<file path="config.mk">
export PLATFORM = sky130hd
export DESIGN_NAME = dsr_reloc_top
export DESIGN_NICKNAME = d
export VERILOG_FILES = /design/src/rtl/dsr_pkg.sv /design/src/rtl/dsr_seg_bank.sv /design/src/rtl/dsr_xlate.sv /design/src/rtl/dsr_out_stage.sv /design/src/rtl/dsr_reloc_top.sv
export SDC_FILE = /design/constraint.sdc
export NUM_CORES = 1
export LEC_CHECK = 0
export CORE_ASPECT_RATIO = 0.5
export CORE_MARGIN = 2
export CORE_UTILIZATION = 54
export CTS_CLUSTER_DIAMETER = 200
export DETAILED_ROUTE_END_ITERATION = 16
export PLACE_DENSITY = 0.91
export REMOVE_ABC_BUFFERS = 1
export SETUP_SLACK_MARGIN = 0.05
export SYNTH_ARGS = -nofsm -noshare
export SYNTH_HDL_FRONTEND = slang
export SYNTH_SLANG_ARGS = --single-unit
</file>
<file path="constraint.sdc">
create_clock -name clk -period 4.4 [get_ports clk]
set_input_delay 0.88 -clock clk [delete_from_list [all_inputs] [get_ports clk]]
set_output_delay 0.88 -clock clk [all_outputs]
set_load 0.02 [all_outputs]
</file>
<file path="src/rtl/dsr_pkg.sv">
package dsr_pkg;

   localparam int DSR_VA_W_DEF = 18;
   localparam int DSR_PA_W_DEF = 22;

   typedef enum logic {
      WIN_LOW  = 1'b0,
      WIN_HIGH = 1'b1
   } win_sel_e;

endpackage

</file>
<file path="src/rtl/dsr_seg_bank.sv">
module dsr_seg_bank #(
   parameter int OFF_W = 17,
   parameter int PA_W  = 22
) (
   input  logic             clk,
   input  logic             rst_n,
   input  logic             ld_en,
   input  logic             ld_high,
   input  logic [PA_W-1:0]  ld_base,
   input  logic [OFF_W-1:0] ld_bound,
   input  logic             ld_wprot,
   input  logic             busy,
   input  logic             rd_high,
   output logic [PA_W-1:0]  rd_base,
   output logic [OFF_W-1:0] rd_bound,
   output logic             rd_wprot
);
   import dsr_pkg::*;

   localparam int NWIN = 2;

   logic             ld_ok;
   logic [PA_W-1:0]  base_v  [NWIN];
   logic [OFF_W-1:0] bound_v [NWIN];
   logic             wp_v    [NWIN];

   assign ld_ok = ld_en && !busy;

   generate
      for (genvar g = 0; g < NWIN; g++) begin : g_win
         logic [PA_W-1:0]  base_q;
         logic [OFF_W-1:0] bound_q;
         logic             hit;

         assign hit = ld_ok && (ld_high == ((g == 1) ? WIN_HIGH : WIN_LOW));

         always_ff @(posedge clk) begin
            if (!rst_n) begin
               base_q  <= '0;
               bound_q <= '0;
            end else if (hit) begin
               base_q  <= ld_base;
               bound_q <= ld_bound;
            end
         end

         if (g == 1) begin : g_wp
            logic wp_q;
            always_ff @(posedge clk) begin
               if (!rst_n)   wp_q <= 1'b0;
               else if (hit) wp_q <= ld_wprot;
            end
            assign wp_v[g] = wp_q;
         end else begin : g_nowp
            assign wp_v[g] = 1'b0;
         end

         assign base_v[g]  = base_q;
         assign bound_v[g] = bound_q;
      end
   endgenerate

   assign rd_base  = rd_high ? base_v[1]  : base_v[0];
   assign rd_bound = rd_high ? bound_v[1] : bound_v[0];
   assign rd_wprot = rd_high ? wp_v[1]    : wp_v[0];

endmodule

</file>
<file path="src/rtl/dsr_xlate.sv">
module dsr_xlate #(
   parameter int VA_W = 18,
   parameter int PA_W = 22
) (
   input  logic              req_valid,
   input  logic [VA_W-1:0]   req_addr,
   input  logic              req_write,
   input  logic              req_user,
   input  logic [PA_W-1:0]   win_base,
   input  logic [VA_W-2:0]   win_bound,
   input  logic              win_wprot,
   output logic              nx_valid,
   output logic              nx_viol,
   output logic [PA_W-1:0]   nx_phys
);
   localparam int OFF_W = VA_W - 1;

   logic             is_high;
   logic [OFF_W-1:0] offset;
   logic             over_limit;
   logic             wr_fault;

   assign is_high    = req_addr[VA_W-1];
   assign offset     = req_addr[OFF_W-1:0];
   assign over_limit = offset > win_bound;
   assign wr_fault   = is_high && req_write && win_wprot;

   always_comb begin
      nx_valid = 1'b0;
      nx_viol  = 1'b0;
      nx_phys  = '0;
      if (req_valid) begin
         if (!req_user) begin
            nx_valid = 1'b1;
            nx_phys  = PA_W'(req_addr);
         end else if (over_limit || wr_fault) begin
            nx_viol = 1'b1;
         end else begin
            nx_valid = 1'b1;
            nx_phys  = win_base + PA_W'(offset);
         end
      end
   end

endmodule

</file>
<file path="src/rtl/dsr_out_stage.sv">
module dsr_out_stage #(
   parameter int PA_W    = 22,
   parameter bit OUT_REG = 1'b1
) (
   input  logic            clk,
   input  logic            rst_n,
   input  logic            nx_valid,
   input  logic            nx_viol,
   input  logic [PA_W-1:0] nx_phys,
   output logic            out_valid,
   output logic            out_viol,
   output logic [PA_W-1:0] out_phys
);
   generate
      if (OUT_REG) begin : g_reg
         always_ff @(posedge clk) begin
            if (!rst_n) begin
               out_valid <= 1'b0;
               out_viol  <= 1'b0;
               out_phys  <= '0;
            end else begin
               out_valid <= nx_valid;
               out_viol  <= nx_viol;
               out_phys  <= nx_phys;
            end
         end
      end else begin : g_comb
         logic unused_clk;
         assign unused_clk = clk ^ rst_n;
         assign out_valid  = nx_valid;
         assign out_viol   = nx_viol;
         assign out_phys   = nx_phys;
      end
   endgenerate

endmodule

</file>
<file path="src/rtl/dsr_reloc_top.sv">
module dsr_reloc_top #(
   parameter int VA_W    = dsr_pkg::DSR_VA_W_DEF,
   parameter int PA_W    = dsr_pkg::DSR_PA_W_DEF,
   parameter bit OUT_REG = 1'b1
) (
   input  logic            clk,
   input  logic            rst_n,
   input  logic            req_valid,
   input  logic [VA_W-1:0] req_addr,
   input  logic            req_write,
   input  logic            req_user,
   input  logic            ld_en,
   input  logic            ld_high,
   input  logic [PA_W-1:0] ld_base,
   input  logic [VA_W-2:0] ld_bound,
   input  logic            ld_wprot,
   output logic            out_valid,
   output logic [PA_W-1:0] out_phys,
   output logic            out_viol
);
   localparam int OFF_W = VA_W - 1;

   generate
      if (VA_W < 2) begin : g_bad_va
         $error("dsr_reloc_top: VA_W must be at least 2");
      end
      if (PA_W < VA_W) begin : g_bad_pa
         $error("dsr_reloc_top: PA_W must not be narrower than VA_W");
      end
   endgenerate

   logic [PA_W-1:0]  win_base;
   logic [OFF_W-1:0] win_bound;
   logic             win_wprot;
   logic             nx_valid;
   logic             nx_viol;
   logic [PA_W-1:0]  nx_phys;

   dsr_seg_bank #(.OFF_W(OFF_W), .PA_W(PA_W)) u_bank (
      .clk      (clk),
      .rst_n    (rst_n),
      .ld_en    (ld_en),
      .ld_high  (ld_high),
      .ld_base  (ld_base),
      .ld_bound (ld_bound),
      .ld_wprot (ld_wprot),
      .busy     (req_valid),
      .rd_high  (req_addr[VA_W-1]),
      .rd_base  (win_base),
      .rd_bound (win_bound),
      .rd_wprot (win_wprot)
   );

   dsr_xlate #(.VA_W(VA_W), .PA_W(PA_W)) u_xlate (
      .req_valid (req_valid),
      .req_addr  (req_addr),
      .req_write (req_write),
      .req_user  (req_user),
      .win_base  (win_base),
      .win_bound (win_bound),
      .win_wprot (win_wprot),
      .nx_valid  (nx_valid),
      .nx_viol   (nx_viol),
      .nx_phys   (nx_phys)
   );

   dsr_out_stage #(.PA_W(PA_W), .OUT_REG(OUT_REG)) u_out (
      .clk       (clk),
      .rst_n     (rst_n),
      .nx_valid  (nx_valid),
      .nx_viol   (nx_viol),
      .nx_phys   (nx_phys),
      .out_valid (out_valid),
      .out_viol  (out_viol),
      .out_phys  (out_phys)
   );

endmodule

</file>
==> flow_summary.ini <==
[outcome]
run_status = finished, final reports clean

[layout]
final_layout_size_suffix_gt1_frac = 0.0891
fin_nets = 791
area_growth_pct = 24.7
diodes = 0
final_cells = 831
n_fill_cell = 699
layout_common_cells = 176 x nand2_1, 103 x dfxtp_1, 86 x clkdlybuf4s50_1
regArea_um2 = 2060
final_common_cell = nand2_1
final_cell_area_um2 = 6700
multiInputGateArea_um2 = 3170

[floorplanning]
fp.coreArea_um2 = 9570
dieArea_um2 = 10800
initial_core_util = 0.562
die_x_um = 145
rows = 25
die_h_um = 74.6
ios = 89

[clock_network]
root_buffer = clkbuf_16
cts.repair.resized = 0
htreeDepth = 3
max-clock-path-buffers = 2
cts_setup_buffers = 0
clock_sinks = 103
cts_buffers = 9
clk_pin_slew_ps = 70
cts_tree = done
cts_hold_buf = 0
clock_latency_ps = 350

[global_route]
antenna_found_initial = 0
grt_max_degree = 52
overflow = 0
track_usage = 0.255
grt_pass1_wl_mm = 22.0
grt_pass1_vias = 4652

[timing]
tns_ps = 0
worst_slew_pin_slew_ps = 925
final_hold_viol_count = 0
skew_ps = 5.75
setup_ws_ps = 906
rsz0062_at_grt = no
fmax_mhz = 286
setup_violations = 0
finalCriticalPeriod_ps = 3490
fin_crit_sh = 0.794
slew_viol_final = 0
relSlewSlack = 0.383

[placement]
gp_congestion = 0.904
dp_hpwl_mm = 9.24
place_area_um2 = 6360
port_buffers = 88
place_inst = 815
dp_slack_ps = 668

[detailed_routing]
viasPerCell = 5.79
antenna_left = 0
drt-pass1-iter-count = 5
drc = 0
wire_per_inst_um = 16.7
drtIter0Drc = 416
vias = 4815
drt-total-wl_mm = 13.9

[synth]
synthArstFlopShare = 0
synth-edff-count = 0
synth-seq-cells = 103
synth_cell_types = 55
ys_seq_area_frac = 0.384
synthesis.area_um2 = 5380
avgSynthCellArea_um2 = 8.74
yosysWarnings = 0
synth_flop_cell = dfxtp_1
syn-instance-count = 615

[setup_path]
reg2reg_slack_ps = 1750
worstRegToRegCells = 9
cp.arrival_ps = 3730
path_class = input port to flip-flop
cp-start-kind = input port
timing.rr.end = u_out.out_phys[12]
critical_path_required_ps = 4640
worstSetupStartpoint = req_addr[17]
cp_max_fo = 17
r2r-start = u_bank.g_win[1].base_q[0]
endpoint_kind = flip-flop

[job]
cap_violations = 0

[min_path]
min-delay-start = u_bank.g_win[1].base_q[13]
holdCritPathClass = flip-flop to flip-flop
hold_depth = 2
hold-path-endpoint = u_bank.g_win[1].base_q[13]

[power_and_ir_drop]
fin_total_pwr_uw = 2220
p_per_area_nw_per_um2 = 331
peakVddDrop_mv = 0.173
leakage_uw = 0.00256
per-layer routing:
layer,global-route usage,vias to the layer above,part of all wire
met5,0,-,0
li1,-,2294,-
met3,0.0509,46,0.065
met1,0.312,2274,0.44
met4,0.123,0,0.030
met2,0.446,201,0.47
registers in the layout (all words and copies together), names as in the netlist:
name,cells
u_bank.g_win.base_q,44
u_bank.g_win.bound_q,34
u_out.out_phys,22
u_bank.g_win.g_wp.wp_q,1
u_out.out_valid,1
u_out.out_viol,1
kinds of logic after synthesis:
kind of cell | synth area share
flops | 0.384
buf+inv | 0.0272
compound gates | 0.236
simple gates | 0.174
xor+xnor | 0.0196
fa+ha+maj | 0.0829
mux | 0.0773
where the power goes:
part | leakage (uW) | internal, uW | switching, uW
clock network | 0.000166 | 555 | 357
registers | 0.000837 | 964 | 15.7
logic | 0.00156 | 157 | 168
total | 0.00256 | 1680 | 541
synth_stat cells (all sizes together), types with 2 or more instances:
master	number	area share
and3	3	0.0035
nand2	176	0.12
ha	34	0.079
nor3	3	0.0028
inv	4	0.0028
o41ai	2	0.0033
buf	9	0.0077
o31ai	2	0.0054
mux2	20	0.042
and3b	2	0.0033
clkbuf	24	0.017
o21bai	3	0.0049
mux2i	19	0.035
o21a	10	0.015
dfxtp	103	0.38
a211oi	3	0.0042
a21oi	26	0.026
a22o	13	0.021
nor2	10	0.0074
a21boi	80	0.11
a21o	7	0.0098
o21ai	12	0.012
nand3	9	0.0084
nand2b	2	0.0023
a31o	2	0.0033
a32o	2	0.0037
and4	3	0.0049
nor2b	4	0.0047
xnor2	8	0.013
nand3b	2	0.0028
xor2	4	0.0065
worst max-delay path: stages:
cell and delay [ps]:
buf_2 370, buf_4 250, mux2_2 340, ha_1 380
o21ai_0 160, o21bai_2 260, a211oi_1 160, o21a_1 230
o31ai_4 360, xnor2_1 120, a22o_1 200
area by class of cell:
type | instances | share of cell area
inverters | 4 | 0.00224
repair buffers | 98 | 0.141
well taps | 135 | 0.0252
clock inverters | 6 | 0.0162
flip-flops and latches | 103 | 0.308
multi-input cells | 475 | 0.473
clock buffers | 10 | 0.0342
worst max-delay path by stage:
| stage | end | slack [ps] | depth (start not counted) |
|---|---|---|---|
| 5_1_grt | u_out.out_phys[19] | 830 | 11 |
| 4_1_cts | u_out.out_phys[17] | 980 | 11 |
| 6_report | u_out.out_phys[17] | 910 | 11 |
| 3_5_place_dp | u_out.out_phys[16] | 670 | 11 |
| 2_1_floorplan | u_bank.g_win[0].base_q[0] | 1050 | 3 |
| 3_3_place_gp | u_out.out_phys[17] | 770 | 11 |
metrics by stage:
stage                     hold WS [ps]  utilization
final                              462        0.700
after global routing               485        0.700
after CTS                          466        0.700
after detailed placement           455        0.665
after global placement             448        0.665
after floorplan                    440            -
Power figures use the tool's default switching activity.
